<file path="src/rtl/pdf_pkg.sv">
package pdf_pkg;

    // One signed power-of-two term: {op[1:0], shift[3:0]}.
    // The term value is op * 2^-shift.
    localparam int TERM_W        = 6;
    localparam int TERMS_PER_TAP = 3;
    localparam int TAPS          = 4;
    localparam int TAP_W         = TERM_W * TERMS_PER_TAP;
    localparam int BANK_W        = TAP_W * TAPS;

    // Roles of the tap slots inside a bank.
    localparam int TAP_ODD_NOW  = 0;
    localparam int TAP_EVEN_NOW = 1;
    localparam int TAP_ODD_OLD  = 2;
    localparam int TAP_EVEN_OLD = 3;

    typedef enum logic [1:0] {
        TERM_NONE = 2'b00,
        TERM_ADD  = 2'b01,
        TERM_SUB  = 2'b10
    } term_op_e;

    function automatic logic [TERM_W-1:0] mk_term(term_op_e op, int unsigned sh);
        return {op, 4'(sh)};
    endfunction

    // Bank layout is {tap3, tap2, tap1, tap0}, each tap is {term2, term1, term0}.
    // Low-pass weights in 1/256 units: 164, 78, -19, -7.
    localparam logic [BANK_W-1:0] BANK_LOW = {
        mk_term(TERM_NONE, 0), mk_term(TERM_ADD, 8), mk_term(TERM_SUB, 5),
        mk_term(TERM_ADD, 8),  mk_term(TERM_SUB, 6), mk_term(TERM_SUB, 4),
        mk_term(TERM_SUB, 7),  mk_term(TERM_ADD, 4), mk_term(TERM_ADD, 2),
        mk_term(TERM_ADD, 6),  mk_term(TERM_ADD, 3), mk_term(TERM_ADD, 1)
    };

    // High-pass weights in 1/256 units: 152, -72, -18, 12.
    localparam logic [BANK_W-1:0] BANK_HIGH = {
        mk_term(TERM_NONE, 0), mk_term(TERM_ADD, 6), mk_term(TERM_ADD, 5),
        mk_term(TERM_NONE, 0), mk_term(TERM_SUB, 7), mk_term(TERM_SUB, 4),
        mk_term(TERM_NONE, 0), mk_term(TERM_SUB, 5), mk_term(TERM_SUB, 2),
        mk_term(TERM_SUB, 5),  mk_term(TERM_ADD, 3), mk_term(TERM_ADD, 1)
    };

endpackage

</file>
<file path="src/rtl/pdf_tap_shiftadd.sv">
module pdf_tap_shiftadd
    import pdf_pkg::*;
#(
    parameter int                 DATA_W   = 16,
    parameter int                 ACC_W    = 28,
    parameter int                 FRAC_W   = 8,
    parameter logic [TAP_W-1:0]   TAP_CODE = '0
) (
    input  logic signed [DATA_W-1:0]              sample_i,
    output logic [TERMS_PER_TAP*ACC_W-1:0]        parts_o
);

    localparam int EXT_W = ACC_W - DATA_W;

    logic signed [ACC_W-1:0] ext;
    assign ext = {{EXT_W{sample_i[DATA_W-1]}}, sample_i};

    for (genvar t = 0; t < TERMS_PER_TAP; t++) begin : g_term
        localparam term_op_e OP  = term_op_e'(TAP_CODE[t*TERM_W+4 +: 2]);
        localparam int       SH  = int'(TAP_CODE[t*TERM_W +: 4]);
        localparam int       LSH = (SH > FRAC_W) ? 0 : (FRAC_W - SH);

        logic signed [ACC_W-1:0] shifted;
        assign shifted = ext <<< LSH;

        if (OP == TERM_ADD) begin : g_add
            assign parts_o[t*ACC_W +: ACC_W] = shifted;
        end else if (OP == TERM_SUB) begin : g_sub
            assign parts_o[t*ACC_W +: ACC_W] = -shifted;
        end else begin : g_none
            assign parts_o[t*ACC_W +: ACC_W] = '0;
        end
    end

endmodule

</file>
<file path="src/rtl/pdf_csa_sum.sv">
module pdf_csa_sum #(
    parameter int N_OPS = 12,
    parameter int W     = 28
) (
    input  logic [N_OPS*W-1:0] ops_i,
    output logic [W-1:0]       sum_o
);

    logic [W-1:0] sv;
    logic [W-1:0] cv;
    logic [W-1:0] op;
    logic [W-1:0] nc;

    // 3:2 compression chain, one final carry-propagate add.
    always_comb begin
        sv = '0;
        cv = '0;
        op = '0;
        nc = '0;
        for (int i = 0; i < N_OPS; i++) begin
            op = ops_i[i*W +: W];
            nc = ((sv & cv) | (sv & op) | (cv & op)) << 1;
            sv = sv ^ cv ^ op;
            cv = nc;
        end
        sum_o = sv + cv;
    end

endmodule

</file>
<file path="src/rtl/pdf_out_round.sv">
module pdf_out_round #(
    parameter int ACC_W  = 28,
    parameter int FRAC_W = 8,
    parameter int DATA_W = 16
) (
    input  logic signed [ACC_W-1:0]  acc_i,
    output logic signed [DATA_W-1:0] data_o
);

    localparam int Q_W = ACC_W - FRAC_W;
    localparam logic [ACC_W-1:0] BIAS = {{(ACC_W-FRAC_W){1'b0}}, {FRAC_W{1'b1}}};
    localparam logic signed [Q_W-1:0] MAXQ =
        {{(Q_W-DATA_W+1){1'b0}}, {(DATA_W-1){1'b1}}};
    localparam logic signed [Q_W-1:0] MINQ =
        {{(Q_W-DATA_W+1){1'b1}}, {(DATA_W-1){1'b0}}};

    logic signed [ACC_W-1:0] biased;
    logic signed [Q_W-1:0]   quot;

    always_comb begin
        // Bias negative sums so the arithmetic shift truncates toward zero.
        biased = acc_i[ACC_W-1] ? (acc_i + $signed(BIAS)) : acc_i;
        quot   = biased[ACC_W-1:FRAC_W];
        if (quot > MAXQ) begin
            data_o = {1'b0, {(DATA_W-1){1'b1}}};
        end else if (quot < MINQ) begin
            data_o = {1'b1, {(DATA_W-1){1'b0}}};
        end else begin
            data_o = quot[DATA_W-1:0];
        end
    end

endmodule

</file>
<file path="src/rtl/pdf_decim_pe.sv">
module pdf_decim_pe
    import pdf_pkg::*;
#(
    parameter int DATA_W    = 16,
    parameter int GUARD_W   = 4,
    parameter int FRAC_W    = 8,
    parameter bit HIGH_PASS = 1'b0
) (
    input  logic              clk,
    input  logic              rst_n,
    input  logic              smp_vld_i,
    input  logic [DATA_W-1:0] smp_even_i,
    input  logic [DATA_W-1:0] smp_odd_i,
    output logic              res_vld_o,
    output logic [DATA_W-1:0] res_data_o
);

    localparam int ACC_W  = DATA_W + GUARD_W + FRAC_W;
    localparam int N_OPS  = TAPS * TERMS_PER_TAP;
    localparam logic [BANK_W-1:0] BANK = HIGH_PASS ? BANK_HIGH : BANK_LOW;

    typedef struct packed {
        logic signed [DATA_W-1:0] even_now;
        logic signed [DATA_W-1:0] odd_now;
        logic signed [DATA_W-1:0] even_old;
        logic signed [DATA_W-1:0] odd_old;
        logic                     stage_vld;
        logic                     res_vld;
        logic signed [DATA_W-1:0] res;
    } pe_state_t;

    pe_state_t st_d;
    pe_state_t st_q;

    logic signed [DATA_W-1:0] tap_in [TAPS];
    logic [N_OPS*ACC_W-1:0]   parts;
    logic [ACC_W-1:0]         acc_sum;
    logic signed [DATA_W-1:0] rounded;

    assign tap_in[TAP_ODD_NOW]  = st_q.odd_now;
    assign tap_in[TAP_EVEN_NOW] = st_q.even_now;
    assign tap_in[TAP_ODD_OLD]  = st_q.odd_old;
    assign tap_in[TAP_EVEN_OLD] = st_q.even_old;

    for (genvar k = 0; k < TAPS; k++) begin : g_tap
        pdf_tap_shiftadd #(
            .DATA_W  (DATA_W),
            .ACC_W   (ACC_W),
            .FRAC_W  (FRAC_W),
            .TAP_CODE(BANK[k*TAP_W +: TAP_W])
        ) u_tap (
            .sample_i(tap_in[k]),
            .parts_o (parts[k*TERMS_PER_TAP*ACC_W +: TERMS_PER_TAP*ACC_W])
        );
    end

    pdf_csa_sum #(
        .N_OPS(N_OPS),
        .W    (ACC_W)
    ) u_sum (
        .ops_i(parts),
        .sum_o(acc_sum)
    );

    pdf_out_round #(
        .ACC_W (ACC_W),
        .FRAC_W(FRAC_W),
        .DATA_W(DATA_W)
    ) u_round (
        .acc_i (acc_sum),
        .data_o(rounded)
    );

    always_comb begin
        st_d           = st_q;
        st_d.stage_vld = smp_vld_i;
        if (smp_vld_i) begin
            st_d.even_old = st_q.even_now;
            st_d.odd_old  = st_q.odd_now;
            st_d.even_now = smp_even_i;
            st_d.odd_now  = smp_odd_i;
        end
        st_d.res_vld = st_q.stage_vld;
        if (st_q.stage_vld) begin
            st_d.res = rounded;
        end
    end

    always_ff @(posedge clk or negedge rst_n) begin
        if (!rst_n) begin
            st_q <= '0;
        end else begin
            st_q <= st_d;
        end
    end

    assign res_vld_o  = st_q.res_vld;
    assign res_data_o = st_q.res;

endmodule

</file>
<file path="config.mk">
export PLATFORM = sky130hd
export DESIGN_NAME = pdf_decim_pe
export DESIGN_NICKNAME = d
export VERILOG_FILES = /design/src/rtl/pdf_pkg.sv /design/src/rtl/pdf_tap_shiftadd.sv /design/src/rtl/pdf_csa_sum.sv /design/src/rtl/pdf_out_round.sv /design/src/rtl/pdf_decim_pe.sv
export SDC_FILE = /design/constraint.sdc
export NUM_CORES = 1
export LEC_CHECK = 0
export CELL_PAD_IN_SITES_DETAIL_PLACEMENT = 2
export CELL_PAD_IN_SITES_GLOBAL_PLACEMENT = 2
export CORE_UTILIZATION = 44
export DETAILED_ROUTE_END_ITERATION = 8
export HOLD_SLACK_MARGIN = 0.06
export PLACE_DENSITY_LB_ADDON = 0.1
export SLEW_MARGIN = 10
export SYNTH_ARGS = -nofsm -noshare
export SYNTH_HDL_FRONTEND = slang
export SYNTH_SLANG_ARGS = --single-unit
export TNS_END_PERCENT = 1
</file>
<file path="constraint.sdc">
create_clock -name clk -period 13.1 [get_ports clk]
set_input_delay 1.31 -clock clk [delete_from_list [all_inputs] [get_ports clk]]
set_output_delay 1.31 -clock clk [all_outputs]
set_load 0.01 [all_outputs]
</file>
== After elaboration in Yosys (flattened, before gate mapping) ==
Cells that the tools add are included.

* Add/subtract/negate cells: 6
* Muxes and demuxes: 3
* $lt $le $gt $ge: 2
* Bitwise operators: 67

{| class="wikitable"
|+ Operator list
! cell !! number
|-
| $and A27 B27 Y27 || 29
|-
| $xor A28 B28 Y28 || 20
|-
| $or A27 B27 Y27 || 18
|-
| $mux W16 || 2
|-
| $add A28 B28 Y28 || 1
|-
| $add A28 B9 Y28 const B || 1
|-
| $mux W28 || 1
|-
| $neg A17 Y28 || 1
|-
| $neg A18 Y28 || 1
|-
| $neg A19 Y28 || 1
|-
| $neg A20 Y28 || 1
|-
| $gt A20 B16 Y1 const B || 1
|-
| $lt A20 B16 Y1 const B || 1
|}

* Input bits: 35
* Register bits after elaboration: 82
* Output and inout port bits: 17

== Depth between registers and ports, before layout ==
Gate-level depths: netlist (run 1).

* Word-level depth: 35
* Depth in mapped cells: 32

== Cells and area by module ==
From an unflattened synthesis (run 1), not the netlist that was laid out.

* Cell total of the unflattened synthesis: 1342
* Area total of the unflattened synthesis: 14903.0 um2

{| class="wikitable"
|+ Modules (own cells, without submodules)
! module !! cells each !! instances !! area an instance (um2) !! sequential area each (um2)
|-
| pdf_csa_sum || 666 || 1 || 7820.0 || 0.0
|-
| pdf_decim_pe || 187 || 1 || 3474.6 || 2052.0
|-
| pdf_tap_shiftadd (g_tap[2].u_tap) || 112 || 1 || 868.3 || 0.0
|-
| pdf_tap_shiftadd (g_tap[1].u_tap) || 111 || 1 || 800.8 || 0.0
|-
| pdf_tap_shiftadd (g_tap[3].u_tap) || 110 || 1 || 793.3 || 0.0
|-
| pdf_tap_shiftadd (g_tap[0].u_tap) || 85 || 1 || 634.4 || 0.0
|-
| pdf_out_round || 71 || 1 || 511.7 || 0.0
|}

== Worst setup path before layout (run 1) ==
Ideal clock, no wire load.

* Kind: reg2reg
* From: register st_q[65] (netlist bit)
* To: register st_q, in the netlist res_data_o[8]
* Required time: 12.979 ns
* Slack: 4.419 ns
* Stages on the path, launching flop included: 32
* Arrival: 8.560 ns
* Path through: dfrtp_1 -> inv_1 -> fa_1 -> inv_1 -> fa_1 -> inv_1 -> fa_1 -> inv_1 -> fa_1 -> inv_1 -> fa_1 -> inv_1 -> fa_1 -> fa_1 -> inv_1 -> fa_1 -> fa_1 -> inv_1 -> ha_1 -> ha_1 -> clkbuf_1 -> a21oi_1 -> o21ai_0 -> and3_1 -> a211oi_1 -> a211oi_1 -> or4bb_1 -> a41oi_1 -> o31ai_2 -> buf_2 -> a31oi_1 -> nor2_1

* Cells in the longest elaborated chain, start to end: 34
* Elaborated cells between the ends (all ways): 74
* Those cells by class: 2 x add/sub; 2 x order compare; 3 x mux; 67 x bitwise

{| class="wikitable"
|+ RTL lines
! item !! line !! source
|-
| from (decl) || pdf_decim_pe.sv:33 || <nowiki>pe_state_t st_q;</nowiki>
|-
| from (signal assigned) || pdf_decim_pe.sv:93 || <nowiki>st_q <= st_d;</nowiki>
|-
| $and A27 B27 Y27 || pdf_csa_sum.sv:22 || <nowiki>nc = ((sv & cv) | (sv & op) | (cv & op)) << 1;</nowiki>
|-
| $or A27 B27 Y27 (2 in series) || pdf_csa_sum.sv:22 ||
|-
| $and A27 B27 Y27 || pdf_csa_sum.sv:22 ||
|-
| $or A27 B27 Y27 (2 in series) || pdf_csa_sum.sv:22 ||
|-
| $and A27 B27 Y27 || pdf_csa_sum.sv:22 ||
|-
| $or A27 B27 Y27 (2 in series) || pdf_csa_sum.sv:22 ||
|-
| $and A27 B27 Y27 || pdf_csa_sum.sv:22 ||
|-
| $or A27 B27 Y27 (2 in series) || pdf_csa_sum.sv:22 ||
|-
| [... 13 more ...] || n/a ||
|-
| $or A27 B27 Y27 (2 in series) || pdf_csa_sum.sv:22 ||
|-
| $xor A28 B28 Y28 / $and A27 B27 Y27 (equally long branches) || pdf_csa_sum.sv:23, pdf_csa_sum.sv:22 ||
|-
| $add A28 B28 Y28 * || pdf_csa_sum.sv:26 || <nowiki>sum_o = sv + cv;</nowiki>
|-
| $add A28 B9 Y28 || pdf_out_round.sv:22 || <nowiki>biased = acc_i[ACC_W-1] ? (acc_i + $signed(BIAS)) : acc_i;</nowiki>
|-
| $mux W28 * || pdf_out_round.sv:22 ||
|-
| $lt A20 B16 Y1 || pdf_out_round.sv:26 || <nowiki>end else if (quot < MINQ) begin</nowiki>
|-
| $mux W16 || pdf_out_round.sv:26 ||
|-
| $mux W16 * || pdf_out_round.sv:24 || <nowiki>if (quot > MAXQ) begin</nowiki>
|}

Every way passes the cells marked *; elsewhere a longest branch is shown, timed or not.
A chain may end at the register's enable or synchronous reset.

== Worst setup path after layout (run 1) ==
* From: register st_q[53] (netlist bit)
* To: register st_q, in the netlist res_data_o[11]

* Cells in the longest elaborated chain, start to end: 35
* Elaborated cells between the ends (all ways): 74
* Those cells by class: 2 x add/sub; 2 x order compare; 3 x mux; 67 x bitwise

{| class="wikitable"
|+ RTL lines
! item !! line
|-
| $xor A28 B28 Y28 / $and A27 B27 Y27 (equally long branches) || pdf_csa_sum.sv:23, pdf_csa_sum.sv:22
|-
| $and A27 B27 Y27 || pdf_csa_sum.sv:22
|-
| $or A27 B27 Y27 (2 in series) || pdf_csa_sum.sv:22
|-
| $and A27 B27 Y27 || pdf_csa_sum.sv:22
|-
| $or A27 B27 Y27 (2 in series) || pdf_csa_sum.sv:22
|-
| $and A27 B27 Y27 || pdf_csa_sum.sv:22
|-
| $or A27 B27 Y27 (2 in series) || pdf_csa_sum.sv:22
|-
| $and A27 B27 Y27 || pdf_csa_sum.sv:22
|-
| [... 15 more ...] || n/a
|-
| $or A27 B27 Y27 (2 in series) || pdf_csa_sum.sv:22
|-
| $xor A28 B28 Y28 / $and A27 B27 Y27 (equally long branches) || pdf_csa_sum.sv:23, pdf_csa_sum.sv:22
|-
| $add A28 B28 Y28 * || pdf_csa_sum.sv:26
|-
| $add A28 B9 Y28 || pdf_out_round.sv:22
|-
| $mux W28 * || pdf_out_round.sv:22
|-
| $lt A20 B16 Y1 || pdf_out_round.sv:26
|-
| $mux W16 || pdf_out_round.sv:26
|-
| $mux W16 * || pdf_out_round.sv:24
|}

Marked as above.

==> impl_metrics.yaml, run 1 <==
status:
  outcome: "completed"
finish:
  syn2layout_area_growth_pct: 9.80
  multi_input_area_um2: 8230
  seqCellArea_um2: 2050
  fin_nets: 1505
  antenna_cells: 0
  num-fill-cells: 2663
  layout-drive-gt1-share: 0.0593
sta:
  totalNegativeSetupSlack_ns: 0
  setup_violations: 0
  fmax_mhz: 98.2
  whs_ns: 0.506
  tightestPinTransition_ns: 1.10
  slew_viol_final: 0
  finClkSkew_ns: 0.0229
  post-route-period-util: 0.777
  rsz0062_at_grt: "false"
  finalHoldViolCount: 0
  relSlewSlack: 0.263
  min_period_ns: 10.18
global_routing:
  grt_pass1_vias: 9870
  antenna_found_initial: 0
  track_usage: 0.267
  grt_overflow_total: 0
  grt_pass1_wl_mm: 53.6
  grt_max_degree: 60
setup_path:
  slowest_stage: "o31ai_2"
  max_stage_delay_ns: 0.99
  crit_path_max_fanout: 15
  worstPathRequired_ns: 13.38
  arrival_ns: 10.46
  r2r-start: "st_q[53]"
  r2r_cells: 28
  cp-start-kind: "register"
  end_kind: "register"
  crit_top_cell: "fa_1"
  worstSetupPathDepth: 28
  crit_family: "adder cells"
  critical_path_class: "reg2reg"
  crit_buf_inv: 6
  r2r_end: "res_data_o[11]"
  rrSetupSlack_ns: 2.92
die:
  core_area_um2: 25300
  die_area_um2: 26400
  floorplan.rows: 58
  fp.dieW_um: 163
  num_io_pins: 52
  start_util: 0.449
  die_h_um: 163
routing:
  drc: 0
  vias: 8304
  drt-initial-drc-count: 325
  drt_first_pass_iters: 4
  wl_per_cell_um: 21.4
  routed_via_density: 5.43
  wl_mm: 32.6
  ant_nets: 0
place:
  port_buffers: 51
  hpwlAfterDp_mm: 26.5
  gp_congestion: 0.783
clock_tree:
  post_cts_buffers: 0
  clk_latency_ns: 0.38
  clock_sinks: 82
  clock-root-buffer: "clkbuf_16"
  cts_made_buffers: 9
  clkTransAtPathRegs_ns: 0.08
  h-tree-depth: 3
  tritoncts: "built"
  cts_resized: 0
  clockBufferDepth: 2
  holdBufCountCts: 0
worst_hold_path:
  holdPathStages: 2
  min_from: "res_data_o[5]"
  hold_path.class: "reg2reg"
  min_to: "res_data_o[5]"
synth:
  synth_fp_nets: 1470
  synth_edf_count: 0
  syn-cell-area_um2: 11300
  ys_seq_area_frac: 0.181
  synth_flop_cell: "dfrtp_1"
  synth_cell_types: 68
  yosys_warnings: 0
  syn_avg_cell_area_um2: 9.80
  ys_ff_latch: 82
  synthCells: 1158
  async_flop_share: 1.00
run:
  cap_violations: 0
-- cell families after synthesis --
family | after synthesis | synth area share
AND/OR/NAND/NOR | 238 | 0.103
XOR/XNOR | 82 | 0.0677
adder cells (fa/ha/maj) | 278 | 0.427
flip-flops | 82 | 0.181
AO/OA/AOI/OAI | 155 | 0.0872
buffers and inverters | 282 | 0.0945
multiplexers | 41 | 0.0403
-- routing by layer --
layer	routed length (um)	track usage	vias up
li1	-	-	3776
met4	565	0.0650	0
met1	14100	0.335	4351
met5	0	0	-
met3	945	0.0385	39
met2	17000	0.484	138
-- cells in the final DEF (no fill, tap or decap), types with 18 or more instances in the layout --
| cell | instances |
|---|---|
| mux2_2 | 38 |
| o21ai_0 | 42 |
| nand3_1 | 21 |
| nor2_1 | 59 |
| xor2_1 | 18 |
| dfrtp_1 | 82 |
| clkdlybuf4s50_1 | 49 |
| ha_1 | 95 |
| inv_1 | 250 |
| nand2_1 | 66 |
| xnor2_1 | 60 |
| a21oi_1 | 47 |
| fa_1 | 182 |
-- registers in the layout, summed over array words and instances (netlist names) --
register,count
st_q,64
res_data_o,16
res_vld_o,1
st_d,1
-- synthesized netlist by cell type, types with 2 or more instances --
| library cell | instances | area (um2) |
|---|---|---|
| a41o_1 | 3 | 30.0 |
| nand3_1 | 21 | 105 |
| xnor3_1 | 2 | 45.0 |
| clkbuf_1 | 20 | 75.1 |
| and4_1 | 2 | 17.5 |
| a21o_1 | 7 | 52.6 |
| o211ai_1 | 7 | 52.6 |
| nand2_1 | 66 | 248 |
| o21a_1 | 5 | 37.5 |
| mux2_2 | 38 | 428 |
| or4_1 | 8 | 60.1 |
| a31oi_1 | 4 | 25.0 |
| a21oi_1 | 47 | 235 |
| buf_1 | 5 | 18.8 |
| a31o_2 | 3 | 26.3 |
| o21ai_0 | 42 | 210 |
| a21boi_1 | 2 | 15.0 |
| nor3_1 | 17 | 85.1 |
| buf_2 | 2 | 10.0 |
| xnor2_1 | 60 | 526 |
| and3_1 | 9 | 56.3 |
| dfrtp_1 | 82 | 2050 |
| nand2b_1 | 2 | 12.5 |
| and2_1 | 6 | 37.5 |
| o21ai_1 | 5 | 25.0 |
| or3_1 | 9 | 56.3 |
| a2111oi_2 | 2 | 30.0 |
| nor2_1 | 59 | 221 |
| o22ai_1 | 2 | 12.5 |
| nor3b_1 | 4 | 30.0 |
| fa_1 | 182 | 3640 |
| inv_2 | 2 | 7.51 |
| ha_1 | 95 | 1190 |
| o31a_1 | 4 | 35.0 |
| a211oi_1 | 6 | 45.0 |
| nor4_1 | 12 | 75.1 |
| xor2_1 | 18 | 158 |
| inv_1 | 250 | 938 |
| nor2b_1 | 6 | 37.5 |
| o21bai_1 | 2 | 15.0 |
| mux2i_1 | 3 | 30.0 |
| nand4_1 | 11 | 68.8 |
-- final cells by class --
type / count / area share
Sequential cell: 82 / 0.165
Clock inverter: 7 / 0.00612
Clock buffer: 9 / 0.0181
Inverter: 253 / 0.0762
Timing Repair Buffer: 53 / 0.0418
Multi-Input combinational cell: 794 / 0.660
Tap cell: 330 / 0.0331
-- worst max-delay path by stage --
stage,startpoint,endpoint,slack [ns]
2_1_floorplan,st_q[65],res_data_o[8],4.42
3_3_place_gp,st_q[65],res_data_o[13],3.15
3_5_place_dp,st_q[65],res_data_o[13],2.95
4_1_cts,st_q[58],res_data_o[1],2.80
5_1_grt,st_q[65],res_data_o[13],2.36
6_report,st_q[53],res_data_o[11],2.92
-- worst reg2reg max path: cells and delay by family (launching register included) --
family	cells	cell delay [ns]
AOI/OAI and AO/OA	5	1.77
xor gates and xnor gates	1	0.36
adders and majority gates	12	5.79
buffers and inverters	6	0.40
DFF	1	0.50
and+or+nand+nor	4	1.28
-- stage by stage --
stage	util	instance area (um2)	cells	setup slack, ns
after global placement	0.482	12200	1512	3.15
after CTS	0.493	12500	1528	2.80
after detailed placement	0.482	12200	1512	2.95
after floorplan	-	11300	1158	4.42
final	0.493	12500	1528	2.92
after global routing	0.493	12500	1528	2.36
Power of run 1 is left out: the tool's default activity adds up to more than one toggle a clock period on the data nets, which glitch-free logic cannot reach.
==> run 2: changes to the inputs <==
Settings changed: CORE_UTILIZATION 44 to 41.
Clock period 13.1 ns to 9.5 ns, I/O delays scaled along.
==> impl_metrics.yaml, run 2 (synthesis results as in run 1) <==
finish:
  seqCellArea_um2: 2050
  num-fill-cells: 2878
  largest_reg_flops: 64
  syn2layout_area_growth_pct: 11.2
  final_util: 0.467
  final_common_cell: "inv_1"
  layout-drive-gt1-share: 0.0775
  regMostFlops: "st_q"
  final_cell_mix: "inv_1 (250), fa_1 (182), ha_1 (95)"
  multi_input_area_um2: 8260
  fin_nets: 1520
  final_cells: 1554
  antenna_cells: 0
global_routing:
  grtUsageMet2: 0.417
  grt_overflow_total: 0
  grt.met3_usage: 0.0252
  gr-max-usage-layer: "met2"
  grtUsageMet1: 0.303
  antenna_found_initial: 0
  grt_pass1_vias: 9528
  track_usage: 0.231
  grt_pass1_wl_mm: 50.6
  grt_max_degree: 48
die:
  fp.dieW_um: 168
  die_h_um: 168
  die_area_um2: 28400
  start_util: 0.420
  floorplan.rows: 60
  core_area_um2: 27000
  num_io_pins: 52
clock_tree:
  clock-root-buffer: "clkbuf_16"
  clockBufferDepth: 2
  tritoncts: "built"
  cts_made_buffers: 9
  holdBufCountCts: 0
  h-tree-depth: 3
  clk_latency_ns: 0.36
  clkTransAtPathRegs_ns: 0.08
  clock_sinks: 82
setup_path:
  end_kind: "register"
  max_stage_delay_ns: 0.58
  worstSetupPathDepth: 29
  crit_buf_inv: 7
  crit_family: "adder cells"
  crit_top_cell: "fa_1"
  r2r_cells: 29
  critical_path_class: "reg2reg"
  slowest_stage: "or4bb_1"
  arrival_ns: 9.32
  cp-start-kind: "register"
  crit_path_max_fanout: 15
  worstPathRequired_ns: 9.74
routing:
  drt-initial-drc-count: 218
  routed_via_density: 5.33
  drc: 0
  wl_per_cell_um: 19.8
  vias: 8281
  wl_mm: 30.8
  ant_nets: 0
  drt_first_pass_iters: 4
sta:
  fmax_mhz: 110
  finClkSkew_ns: 0.0176
  finalHoldViolCount: 0
  relSlewSlack: 0.154
  post-route-period-util: 0.956
  whs_ns: 0.496
  rsz0062_at_grt: "true"
  min_period_ns: 9.08
  slew_viol_final: 0
  setup_violations: 0
  totalNegativeSetupSlack_ns: 0
  tightestPinTransition_ns: 1.26
worst_hold_path:
  holdPathStages: 2
  hold_path.class: "reg2reg"
status:
  outcome: "completed"
run:
  cap_violations: 0
place:
  hpwlAfterDp_mm: 26.0
  port_buffers: 51
  gp_congestion: 0.798
  dp_cells: 1536
[run 2: worst paths after layout]
path	start	end	slack [ns]
max	st_q[54]	res_data_o[4]	0.42
min	res_data_o[5]	res_data_o[5]	0.50
max reg2reg	st_q[54]	res_data_o[4]	0.42
min reg2reg	res_data_o[5]	res_data_o[5]	0.50
max in group asynchronous	rst_n	st_q[57]	7.80
min in group asynchronous	rst_n	res_data_o[12]	0.57
[run 2: worst min-delay path, delay by kind of cell, from the launching register on]
kind / cells / cell delay [ns]
flip-flops: 1 / 0.35
AND/OR/NAND/NOR: 2 / 0.11
[run 2: routing by layer]
layer | vias up | share of wire
met3 | 19 | 0.020
met2 | 93 | 0.52
met1 | 4360 | 0.46
li1 | 3809 | -
met4 | 0 | 0.0081
met5 | - | 0
[run 2: what timing repair did]
| item | CTS | global route |
|---|---|---|
| endpoints found under the setup margin | 10 | 15 |
| pin swaps | 0 | 2 |
| setup buffers | 0 | 2 |
| resized for setup | 1 | 8 |
[run 2: final cells by class]
| class | instances | area share |
|---|---|---|
| clock inverters | 7 | 0.00605 |
| repair buffers | 68 | 0.0502 |
| multi-input cells | 794 | 0.654 |
| inverters | 253 | 0.0752 |
| clock buffers | 9 | 0.0178 |
| well taps | 341 | 0.0338 |
| flip-flops and latches | 82 | 0.163 |
[run 2: per-stage QoR]
| stage | area [um2] | setup slack, ns |
|---|---|---|
| 2_1_floorplan | 11300 | 0.819 |
| 3_3_place_gp | 12300 | 0.408 |
| 3_5_place_dp | 12300 | -0.0223 |
| 4_1_cts | 12600 | 0.157 |
| 5_1_grt | 12600 | -0.0412 |
| 6_report | 12600 | 0.421 |
Power of run 2 is left out for the same reason.
==> run 3: changes to the inputs <==
Settings changed: CORE_UTILIZATION 41 to 35, SYNTH_HIERARCHICAL set to 1.
==> impl_metrics.yaml, run 3 <==
status:
  outcome: "completed"
setup_path:
  worstPathRequired_ns: 9.82
  end_kind: "register"
  crit_buf_inv: 2
  crit_top_cell: "fa_1"
  crit_path_max_fanout: 14
  critical_path_class: "reg2reg"
  rrSetupSlack_ns: 0.47
  slowest_stage: "fa_1"
  r2r_end: "res_data_o[6]"
  cp-start-kind: "register"
  r2r-start: "st_q[56]"
  max_stage_delay_ns: 0.55
  arrival_ns: 9.34
  r2r_cells: 26
  crit_family: "adder cells"
global_routing:
  antenna_found_initial: 0
  grt_overflow_total: 0
  grt_pass1_vias: 9338
  grt_max_degree: 44
  grt_pass1_wl_mm: 50.6
  track_usage: 0.151
die:
  die_area_um2: 43400
  num_io_pins: 52
  start_util: 0.355
  core_area_um2: 41900
  die_h_um: 208
  fp.dieW_um: 208
  floorplan.rows: 75
routing:
  wl_per_cell_um: 17.3
  routedLengthMet1_mm: 13.0
  vias: 7887
  drt_first_pass_iters: 4
  drt-initial-drc-count: 161
  drc: 0
  top_layer_used: "met4"
  wl_mm: 30.1
  met2_length_mm: 16.3
  ant_nets: 0
  wl_met3_um: 376
  routed_via_density: 4.54
sta:
  finalHoldViolCount: 0
  whs_ns: 0.516
  post-route-period-util: 0.950
  fmax_mhz: 111
  min_period_ns: 9.03
  relSlewSlack: 0.467
  finClkSkew_ns: 0.0128
  setup_violations: 0
  slew_viol_final: 0
  tightestPinTransition_ns: 0.799
  rsz0062_at_grt: "false"
  totalNegativeSetupSlack_ns: 0
synth:
  yosys_warnings: 6
  synth.area.top_cells: "fa_1 (35%), buf_4 (14%), dfrtp_1 (14%)"
  ys_ff_latch: 82
  syn-cell-area_um2: 14900
  synthCells: 1342
  synth_most_common_cell: "buf_4"
  synth_flop_cell: "dfrtp_1"
  synth_edf_count: 0
  synth_cell_types: 73
  async_flop_share: 1.00
  syn_avg_cell_area_um2: 11.1
  yosys-top-cells-count: "buf_4 (277), fa_1 (261), inv_1 (197), dfrtp_1 (82)"
  yosys.area.top_type: "fa_1"
  synth_top_area_frac: 0.351
  ys_seq_area_frac: 0.138
worst_hold_path:
  min_from: "res_data_o[2]"
  hold_path.class: "reg2reg"
  holdPathStages: 1
  min_to: "res_data_o[2]"
finish:
  syn2layout_area_growth_pct: -2.16
  antenna_cells: 0
  final_util: 0.348
  fin_nets: 1554
  final_cell_mix: "fa_1 (261), inv_1 (197), dfrtp_1 (80)"
  largest_reg_flops: 64
  postLayoutCellArea_um2: 14600
  final_common_cell: "fa_1"
  layout-drive-gt1-share: 0.138
  regMostFlops: "st_q"
clock_tree:
  clockBufferDepth: 2
  cts_made_buffers: 9
  clk_latency_ns: 0.39
  clock_sinks: 82
  clock-root-buffer: "clkbuf_16"
  tritoncts: "built"
  h-tree-depth: 3
  clkTransAtPathRegs_ns: 0.07
place:
  hpwlAfterDp_mm: 26.0
  port_buffers: 51
  gp_congestion: 0.750
  dpl_cell_area_um2: 14200
run:
  cap_violations: 0
[run 3: cell count changes in the layout (fill, tap and decap cells not counted), moves of 30 or more]
| cell | change |
|---|---|
| fa_1 | +79 |
| nand2_1 | -40 |
| o21ai_0 | -30 |
| conb_1 | +62 |
| mux2_4 | +66 |
| inv_1 | -53 |
[run 3: cell type report]
| class | instances | area [um2] |
|---|---|---|
| inverter | 198 | 743 |
| clock inverter | 7 | 100 |
| multi-input combinational | 827 | 10100 |
| timing repair buffer | 74 | 691 |
| sequential | 82 | 2050 |
| fill | 4467 | 27400 |
| tap | 539 | 674 |
| clock buffer | 9 | 225 |
[run 3: logic make-up (layout without fill, tap and decap cells)]
kind of cell	Yosys count	count (layout)	synth area share
buffers and inverters	491	288	0.202
adder cells (fa/ha/maj)	327	327	0.406
other	4	62	0.00101
AO/OA/AOI/OAI	106	106	0.0520
multiplexers	80	80	0.0771
AND/OR/NAND/NOR	157	157	0.0683
flip-flops	82	82	0.138
XOR/XNOR	95	95	0.0558
[run 3: worst max-delay path by stage]
stage,slack [ns],endpoint,depth (start not counted),startpoint
3_3_place_gp,0.16,res_data_o[14],27,st_q[50]
3_5_place_dp,0.06,res_data_o[14],26,st_q[56]
2_1_floorplan,0.76,res_data_o[5],29,st_q[65]
6_report,0.47,res_data_o[6],26,st_q[56]
4_1_cts,0.03,res_data_o[14],27,st_q[50]
5_1_grt,0.03,res_data_o[10],28,st_q[50]
[run 3: per-stage QoR]
step / cells / worst slack, ns
after CTS: 1735 / 0.0316
after global placement: 1719 / 0.164
after global routing: 1736 / 0.0341
final: 1736 / 0.473
after floorplan: 1400 / 0.761
after detailed placement: 1719 / 0.0599
[run 3: what timing repair did]
action                                 in CTS  in global routing
hold buffers                                0                  0
setup buffers                               0                  1
endpoints found under the hold margin       0                  0
gates resized for setup                     0                  8
setup endpoints to repair                   0                 15
[run 3: per-layer routing]
layer / vias to the layer above / global-route usage
li1: 3591 / -
met1: 4254 / 0.192
met2: 24 / 0.268
met3: 18 / 0.0201
met4: 0 / 0.0375
met5: - / 0
Power of run 3 is left out for the same reason.
